$ cat src/rtl/mdio_pkg.sv
package mdio_pkg;
  localparam int FRAME_BITS = 64;
  localparam int TA_IDX     = 46;  // first bit after the address fields
  localparam int DATA_IDX   = 48;  // first data bit
  localparam int PHY_W      = 5;
  localparam int REG_W      = 5;
  localparam int WORD_W     = 16;

  function automatic logic [FRAME_BITS-1:0] build_frame(
    input logic              is_rd,
    input logic [PHY_W-1:0]  phy,
    input logic [REG_W-1:0]  regad,
    input logic [WORD_W-1:0] wdata
  );
    logic [1:0]        op;
    logic [1:0]        ta;
    logic [WORD_W-1:0] dat;
    op  = is_rd ? 2'b10 : 2'b01;
    ta  = is_rd ? 2'b11 : 2'b10;
    dat = is_rd ? {WORD_W{1'b1}} : wdata;
    return {32'hFFFF_FFFF, 2'b01, op, phy, regad, ta, dat};
  endfunction
endpackage

$ cat src/rtl/mdio_clk_div.sv
module mdio_clk_div #(
  parameter int DIV_W = 6
) (
  input  logic             clk,
  input  logic             rst,
  input  logic             run,
  input  logic [DIV_W-1:0] div,
  output logic             mdc,
  output logic             rise_stb,
  output logic             fall_stb
);
  logic [DIV_W-1:0] cnt;
  logic             tick;

  always_comb begin
    tick     = run && (cnt == div);
    rise_stb = tick && !mdc;
    fall_stb = tick && mdc;
  end

  always_ff @(posedge clk) begin
    if (rst || !run) begin
      cnt <= '0;
      mdc <= 1'b0;
    end else if (tick) begin
      cnt <= '0;
      mdc <= ~mdc;
    end else begin
      cnt <= cnt + 1'b1;
    end
  end

  AST_CNT_BOUND: assert property (@(posedge clk) disable iff (rst)
    run |-> (cnt <= div)) else $error("divider count overran");
  AST_MDC_PARKED: assert property (@(posedge clk) disable iff (rst)
    !run |=> !mdc) else $error("mdc toggled while idle");
endmodule

$ cat src/rtl/mdio_frame_eng.sv
module mdio_frame_eng
  import mdio_pkg::*;
(
  input  logic              clk,
  input  logic              rst,
  input  logic              start,
  input  logic              is_rd,
  input  logic [PHY_W-1:0]  phy,
  input  logic [REG_W-1:0]  regad,
  input  logic [WORD_W-1:0] wdata,
  input  logic              rise_stb,
  input  logic              fall_stb,
  input  logic              mdio_i,
  output logic              busy,
  output logic              done,
  output logic              mdio_o,
  output logic              mdio_oe,
  output logic [WORD_W-1:0] rdata
);
  localparam int IDX_W = $clog2(FRAME_BITS);

  logic [FRAME_BITS-1:0] sh;
  logic [IDX_W-1:0]      idx;
  logic                  rd_mode;
  logic [IDX_W:0]        nxt_idx;

  assign nxt_idx = {1'b0, idx} + 1'b1;

  always_ff @(posedge clk) begin
    if (rst) begin
      busy    <= 1'b0;
      done    <= 1'b0;
      mdio_o  <= 1'b1;
      mdio_oe <= 1'b0;
      idx     <= '0;
      sh      <= '0;
      rd_mode <= 1'b0;
      rdata   <= '0;
    end else begin
      done <= 1'b0;
      if (start && !busy) begin
        busy    <= 1'b1;
        rd_mode <= is_rd;
        idx     <= '0;
        sh      <= build_frame(is_rd, phy, regad, wdata) << 1;
        mdio_o  <= build_frame(is_rd, phy, regad, wdata) >> (FRAME_BITS - 1);
        mdio_oe <= 1'b1;
      end else if (busy) begin
        if (rise_stb && rd_mode && (int'(idx) >= DATA_IDX))
          rdata <= {rdata[WORD_W-2:0], mdio_i};
        if (fall_stb) begin
          if (int'(idx) == FRAME_BITS - 1) begin
            busy    <= 1'b0;
            done    <= 1'b1;
            mdio_o  <= 1'b1;
            mdio_oe <= 1'b0;
          end else begin
            idx     <= nxt_idx[IDX_W-1:0];
            mdio_o  <= sh[FRAME_BITS-1];
            sh      <= sh << 1;
            mdio_oe <= !(rd_mode && (int'(nxt_idx) >= TA_IDX));
          end
        end
      end
    end
  end

  AST_READ_RELEASE: assert property (@(posedge clk) disable iff (rst)
    (busy && rd_mode && (int'(idx) >= TA_IDX)) |-> !mdio_oe) else $error("line driven during read reply");
  AST_WRITE_DRIVE: assert property (@(posedge clk) disable iff (rst)
    (busy && !rd_mode) |-> mdio_oe) else $error("write frame not driven");
  AST_OUT_ON_FALL: assert property (@(posedge clk) disable iff (rst)
    (busy && $past(busy) && !$past(fall_stb)) |-> $stable(mdio_o)) else $error("data moved off falling edge");
endmodule

$ cat src/rtl/mdio_mgmt_ctrl.sv
module mdio_mgmt_ctrl
  import mdio_pkg::*;
#(
  parameter int ADDR_W  = 4,
  parameter int DIV_W   = 6,
  parameter int DIV_RST = 29
) (
  input  logic              clk,
  input  logic              rst,
  input  logic              bus_wr,
  input  logic [ADDR_W-1:0] bus_addr,
  input  logic [31:0]       bus_wdata,
  output logic [31:0]       bus_rdata,
  output logic              mdc,
  output logic              mdio_o,
  output logic              mdio_oe,
  input  logic              mdio_i
);
  localparam logic [ADDR_W-1:0] OFF_CFG  = ADDR_W'(4'h0);
  localparam logic [ADDR_W-1:0] OFF_CTRL = ADDR_W'(4'h4);
  localparam logic [ADDR_W-1:0] OFF_WD   = ADDR_W'(4'h8);
  localparam logic [ADDR_W-1:0] OFF_RD   = ADDR_W'(4'hC);
  localparam int EN_BIT   = 6;
  localparam int RDY_BIT  = 7;
  localparam int GO_BIT   = 11;
  localparam int OPW_BIT  = 14;
  localparam int OPR_BIT  = 15;
  localparam int REG_LSB  = 16;
  localparam int PHY_LSB  = 24;

  logic [DIV_W-1:0]  div_q, run_div;
  logic              en_q;
  logic [PHY_W-1:0]  phy_q;
  logic [REG_W-1:0]  reg_q;
  logic              opr_q, opw_q;
  logic [WORD_W-1:0] wd_q, rd_q;
  logic              busy, done, rise_stb, fall_stb;
  logic [WORD_W-1:0] eng_rdata;
  logic              ctrl_wr, op_ok, start;
  logic [31:0]       rd_mux;
  logic              unused_bits;

  assign unused_bits = ^{bus_wdata[31:29], bus_wdata[23:21], bus_wdata[13:12], bus_wdata[10:7]};

  always_comb begin
    ctrl_wr = bus_wr && (bus_addr == OFF_CTRL);
    op_ok   = bus_wdata[OPR_BIT] ^ bus_wdata[OPW_BIT];
    start   = ctrl_wr && !busy && en_q && bus_wdata[GO_BIT] && op_ok;
  end

  always_ff @(posedge clk) begin
    if (rst) begin
      div_q   <= DIV_W'(DIV_RST);
      run_div <= DIV_W'(DIV_RST);
      en_q    <= 1'b0;
      phy_q   <= '0;
      reg_q   <= '0;
      opr_q   <= 1'b0;
      opw_q   <= 1'b0;
      wd_q    <= '0;
      rd_q    <= '0;
    end else begin
      if (bus_wr && bus_addr == OFF_CFG) begin
        div_q <= bus_wdata[DIV_W-1:0];
        en_q  <= bus_wdata[EN_BIT];
      end
      if (bus_wr && bus_addr == OFF_WD)
        wd_q <= bus_wdata[WORD_W-1:0];
      if (ctrl_wr && !busy) begin
        phy_q <= bus_wdata[PHY_LSB +: PHY_W];
        reg_q <= bus_wdata[REG_LSB +: REG_W];
        opr_q <= bus_wdata[OPR_BIT];
        opw_q <= bus_wdata[OPW_BIT];
      end
      if (start)
        run_div <= div_q;
      if (done && opr_q)
        rd_q <= eng_rdata;
    end
  end

  always_comb begin
    rd_mux = '0;
    case (bus_addr)
      OFF_CFG: begin
        rd_mux[DIV_W-1:0] = div_q;
        rd_mux[EN_BIT]    = en_q;
      end
      OFF_CTRL: begin
        rd_mux[PHY_LSB +: PHY_W] = phy_q;
        rd_mux[REG_LSB +: REG_W] = reg_q;
        rd_mux[OPR_BIT]          = opr_q;
        rd_mux[OPW_BIT]          = opw_q;
        rd_mux[RDY_BIT]          = !busy;
      end
      OFF_WD:  rd_mux[WORD_W-1:0] = wd_q;
      OFF_RD:  rd_mux[WORD_W-1:0] = rd_q;
      default: rd_mux = '0;
    endcase
  end

  always_ff @(posedge clk) begin
    if (rst) bus_rdata <= '0;
    else     bus_rdata <= rd_mux;
  end

  mdio_clk_div #(.DIV_W(DIV_W)) u_div (
    .clk(clk), .rst(rst), .run(busy), .div(run_div),
    .mdc(mdc), .rise_stb(rise_stb), .fall_stb(fall_stb)
  );

  mdio_frame_eng u_eng (
    .clk(clk), .rst(rst), .start(start),
    .is_rd(bus_wdata[OPR_BIT]),
    .phy(bus_wdata[PHY_LSB +: PHY_W]),
    .regad(bus_wdata[REG_LSB +: REG_W]),
    .wdata(wd_q),
    .rise_stb(rise_stb), .fall_stb(fall_stb), .mdio_i(mdio_i),
    .busy(busy), .done(done), .mdio_o(mdio_o), .mdio_oe(mdio_oe),
    .rdata(eng_rdata)
  );

  AST_BUSY_HOLD: assert property (@(posedge clk) disable iff (rst)
    busy |=> ($stable(phy_q) && $stable(reg_q))) else $error("fields changed mid-frame");
  AST_NO_GO_DISABLED: assert property (@(posedge clk) disable iff (rst)
    (!en_q && !busy) |=> !busy) else $error("frame started while disabled");
  AST_IDLE_MDC_LOW: assert property (@(posedge clk) disable iff (rst)
    !busy |-> !mdc) else $error("mdc high while idle");
  AST_RD_HOLD: assert property (@(posedge clk) disable iff (rst)
    !$past(done) |-> $stable(rd_q)) else $error("read word moved without frame end");
endmodule

$ cat config.mk
export PLATFORM = sky130hd
export DESIGN_NAME = mdio_mgmt_ctrl
export DESIGN_NICKNAME = d
export VERILOG_FILES = /design/src/rtl/mdio_pkg.sv /design/src/rtl/mdio_clk_div.sv /design/src/rtl/mdio_frame_eng.sv /design/src/rtl/mdio_mgmt_ctrl.sv
export SDC_FILE = /design/constraint.sdc
export NUM_CORES = 1
export LEC_CHECK = 0
export ABC_AREA = 0
export BUFFER_PORTS_ARGS = -buffer_cell sky130_fd_sc_hd__buf_2
export CORE_MARGIN = 1
export CORE_UTILIZATION = 53
export CTS_CLUSTER_DIAMETER = 100
export CTS_CLUSTER_SIZE = 16
export DETAILED_ROUTE_END_ITERATION = 6
export MAX_ROUTING_LAYER = met4
export PLACE_DENSITY = 0.86
export SKIP_LAST_GASP = 1
export SLEW_MARGIN = 25
export SYNTH_ARGS = -nofsm -noshare
export SYNTH_HDL_FRONTEND = slang
export SYNTH_HIERARCHICAL = 1
export SYNTH_SLANG_ARGS = --single-unit
export TNS_END_PERCENT = 5
$ cat constraint.sdc
create_clock -name clk -period 2.57 [get_ports clk]
set_input_delay 0.771 -clock clk [delete_from_list [all_inputs] [get_ports clk]]
set_output_delay 0.771 -clock clk [all_outputs]
set_load 0.02 [all_outputs]
==> summary.md <==
| Metric | Value |
|---|---|
| Run status | `finished, final reports clean` |
| Relative max-transition margin | `53.5%` |
| Register clock-pin slew on the reported worst setup and hold paths | `0.06 ns` |
| I/O pin count | `75` |
| Source-to-sink clock delay at the later pin of the worst-skew pair | `0.43 ns` |
| Number of nets still failing antenna checks after routing | `0` |
| Worst R2R Setup Slack | `0.26 ns` |
| Critical path startpoint category | `flop` |
| Peak VDD IR | `428 uV` |
| Worst-path cell chain | `xnor2_1 -> nand3_2 -> nor3_1 -> nand2_1 -> a31oi_4 -> buf_4 -> nor3_1 -> nor3_1` |
| Period minus WS final | `2.31 ns` |
| Final Max Tran Viols | `0` |
| Summed instance area of the synthesized netlist | `0.00715 mm2` |
| Worst reg2reg endpoint | `u_eng/sh[39]` |
| Number of cells produced by synthesis | `844` |
| Worst Hold Endpoint | `bus_rdata[27]` |
| Unrepaired setup endpoints after global routing | `false` |
| Part of the cycle the worst path needs | `89.8%` |
| Die area | `0.0140 mm2` |
| Number of rows created at floorplan | `42` |
| Setup fix buffers added after clock tree synthesis | `0` |
| Synth async-reset ratio | `0%` |
| Wire length per cell | `15.2 um` |
| Register share of total power | `51.4%` |
| Area growth from synthesis to final layout | `15.4%` |
| Standard cell core area | `0.0132 mm2` |
| Accumulated negative setup slack | `0 ns` |
| Horizontal extent of the die | `118 um` |
| Leakage dissipation | `3.08 nW` |
| Maximum number of pins on one net before global-route repair | `70` |
| Avg Cell Area, Syn | `8.47 um2` |
| Required time at the endpoint of the critical path | `2.92 ns` |
| Number of gates given a new drive strength after cts | `0` |
| Buffer type at the clock tree root | `sky130_fd_sc_hd__clkbuf_16` |
| Post-detailed-route via-to-cell ratio | `5.68` |
| Grt total ovfl | `0` |
| Post-detail-place hpwl | `10600 um` |
| Fraction of power consumed by the clock network | `45.0%` |
| Fraction of layout cells with a size suffix above 1 | `16.7%` |
| Cts hold-fix bufs | `0` |
| Effective utilization at floorplan | `54.2%` |
| CTS sink count | `180` |
| CTS H-tree depth | `4` |
| Family with the most delay on the worst path | `simple AND/OR/NAND/NOR gates` |
| Overall track demand over capacity in global routing | `24.9%` |
| Die outline height | `118 um` |
| Most common cell type on the critical path | `sky130_fd_sc_hd__nor3_1` |
| Final setup violation count | `0` |
| Number of hold-slack violations in the final timing report | `0` |
| Worst R2R Path Depth | `8` |
| Remaining DRCs | `0` |
| Switching share of power | `21.8%` |
| Maximum cell stage delay along the critical path | `0.39 ns` |
| Total vias in the final route | `6143` |
| Initial antenna violation count | `0` |
| Cell with the largest stage delay on the worst path | `sky130_fd_sc_hd__buf_4` |
| Dominant synthesized flop cell | `sky130_fd_sc_hd__dfxtp_1` |
| Worst slew pin tran | `0.697 ns` |
| Seq/Total Area, Yosys | `50.4%` |
| Number of port buffers | `62` |
| CTS tree | `built` |
| Count of flip-flops with a built-in enable after synthesis | `0` |
| DRT Pass-1 Iters | `5` |
| Cell internal power dissipation | `0.00427 W` |
| Antenna diode count | `0` |
| Final GP Congestion | `0.791` |
| CP Max Fanout | `38` |
| Synth Register Bits | `180` |
| Critical path data arrival time | `2.66 ns` |
| Power spent charging and discharging nets | `0.00119 W` |
| Cell count after placement | `1049` |
| Max capacitance violation total | `0` |
| Wire length of the first global-routing pass | `26900 um` |
| Number of CTS-inserted buffers | `17` |
| Achievable clock frequency | `0.433 GHz` |
| Cell variety after synth | `51` |
| Number of DRC markers after the initial detailed-route iteration | `493` |
| Filler-free cell count of the finished design | `1081` |
| Worst path bufs/invs | `1` |
| Min-Delay Path Depth | `1` |
| Worst hold path startpoint | `phy_q[3]` |
| Timing startpoint of the critical path | `u_div/cnt[4]` |
| Min-delay worst type | `reg2reg` |
| Clk buf depth | `2` |
| Post-layout nets | `935` |
| Number of global-route vias before repair | `5544` |
| Classification of the worst setup path | `reg2reg` |
| Power density over the cells | `661 mW/mm2` |
| Total wire length after detailed routing | `16500 um` |
| Startpoint of the worst register-to-register path | `u_div/cnt[4]` |
| Combinational fraction of design power | `3.5%` |
| Max Clock Skew | `0.0106 ns` |
| Synth warn | `6` |
| Capturing element type of the critical path | `flop` |
==> cell type report <==
class | count | area, um2
Timing Repair Buffer | 94 | 616
Clock buffer | 24 | 482
Multi-Input combinational cell | 595 | 3240
Inverter | 4 | 15.0
Sequential cell | 180 | 3600
Tap cell | 176 | 220
Fill cell | 1026 | 4940
Clock inverter | 8 | 76.3
==> cell usage in the layout, fill, tap and decap left out, types with 4 or more instances in the layout <==
master and n:
sky130_fd_sc_hd__a211o_1 4, sky130_fd_sc_hd__o21ai_0 34, sky130_fd_sc_hd__a311oi_2 4, sky130_fd_sc_hd__buf_4 28, sky130_fd_sc_hd__clkbuf_16 17, sky130_fd_sc_hd__inv_1 4, sky130_fd_sc_hd__a311oi_1 14, sky130_fd_sc_hd__buf_12 5
sky130_fd_sc_hd__clkbuf_1 4, sky130_fd_sc_hd__dfxtp_1 180, sky130_fd_sc_hd__nand2_1 121, sky130_fd_sc_hd__buf_2 61, sky130_fd_sc_hd__nor2_1 83, sky130_fd_sc_hd__nand2b_1 11, sky130_fd_sc_hd__nor3_1 75, sky130_fd_sc_hd__and3_1 6
sky130_fd_sc_hd__or2_2 8, sky130_fd_sc_hd__nand3_1 46, sky130_fd_sc_hd__conb_1 6, sky130_fd_sc_hd__xnor2_1 10, sky130_fd_sc_hd__a22oi_1 11, sky130_fd_sc_hd__and2_1 15, sky130_fd_sc_hd__a21oi_1 87, sky130_fd_sc_hd__mux2i_1 20
==> Yosys cell counts, types with 4 or more instances <==
master / number / area [um2]
sky130_fd_sc_hd__nor3_1: 75 / 375
sky130_fd_sc_hd__mux2i_1: 20 / 200
sky130_fd_sc_hd__and3_1: 6 / 37.5
sky130_fd_sc_hd__nor2_1: 83 / 312
sky130_fd_sc_hd__xnor2_1: 10 / 87.6
sky130_fd_sc_hd__or2_2: 8 / 50.1
sky130_fd_sc_hd__nor2b_1: 4 / 25.0
sky130_fd_sc_hd__o21ai_0: 34 / 170
sky130_fd_sc_hd__a311oi_2: 4 / 60.1
sky130_fd_sc_hd__buf_2: 16 / 80.1
sky130_fd_sc_hd__nand3_1: 46 / 230
sky130_fd_sc_hd__buf_4: 11 / 82.6
sky130_fd_sc_hd__clkbuf_1: 38 / 143
sky130_fd_sc_hd__inv_1: 4 / 15.0
sky130_fd_sc_hd__nand2_1: 121 / 454
sky130_fd_sc_hd__nand2b_1: 11 / 68.8
sky130_fd_sc_hd__a22oi_1: 11 / 82.6
sky130_fd_sc_hd__a311oi_1: 14 / 123
sky130_fd_sc_hd__and2_1: 15 / 93.8
sky130_fd_sc_hd__a21oi_1: 87 / 435
sky130_fd_sc_hd__dfxtp_1: 180 / 3600
sky130_fd_sc_hd__a211o_1: 4 / 35.0
==> state kept, by name (all words and copies together), names as in the netlist, 5 cells and up <==
signal / count
u_eng/sh: 63
reg_q: 5
run_div: 6
phy_q: 5
wd_q: 16
rd_q: 16
u_eng/rdata: 16
div_q: 6
bus_rdata: 26
u_eng/idx: 6
u_div/cnt: 6
==> worst max path at each step <==
stage	endpoint	slack (ns)	cells past startpoint
after global placement	u_eng/sh[15]	0.02	8
after global routing	u_eng/sh[56]	0.07	8
after CTS	u_eng/sh[39]	0.25	8
after floorplan	u_eng/sh[29]	-0.04	6
final	u_eng/sh[39]	0.26	8
after detailed placement	u_eng/sh[16]	-0.04	8
==> power groups by stage <==
stage / sequential (W) / combinational [W] / clock, W
after floorplan: 0.00287 / 0.000116 / 0
after global placement: 0.00287 / 0.000185 / 0
after detailed placement: 0.00287 / 0.000187 / 0
after CTS: 0.00280 / 0.000188 / 0.00248
after global routing: 0.00280 / 0.000205 / 0.00260
final: 0.00281 / 0.000192 / 0.00246
==> stage by stage <==
| step | power, W | util (%) | area, um2 | setup slack [ns] | hold slack, ns |
|---|---|---|---|---|---|
| after global placement | 0.00305 | 58.3 | 7690 | 0.0158 | 0.427 |
| final | 0.00545 | 62.6 | 8250 | 0.262 | 0.447 |
| after global routing | 0.00560 | 62.6 | 8250 | 0.0695 | 0.471 |
| after CTS | 0.00547 | 62.6 | 8250 | 0.253 | 0.448 |
| after detailed placement | 0.00305 | 58.3 | 7690 | -0.0405 | 0.435 |
| after floorplan | 0.00298 | - | 7200 | -0.0396 | 0.423 |
==> cells by family (layout without fill, tap and decap cells) <==
family / after synthesis / count (layout) / share of synthesized area [%]
simple gates: 382 / 382 / 24.8
buf+inv: 74 / 130 / 4.86
other cells: 1 / 6 / 0.0524
xor+xnor: 12 / 12 / 1.47
flops: 180 / 180 / 50.4
compound gates: 170 / 170 / 14.8
fa+ha+maj: 3 / 3 / 0.525
mux: 22 / 22 / 3.11
==> layer usage <==
layer / GRT usage [%] / routed length, um / up-vias
li1: - / - / 2989
met1: 31.4 / 7210 / 2871
met2: 37.9 / 7770 / 237
met3: 5.02 / 932 / 46
met4: 13.1 / 545 / 0
met5: - / 0 / -
No activity file was read; power rests on OpenSTA's default activity.
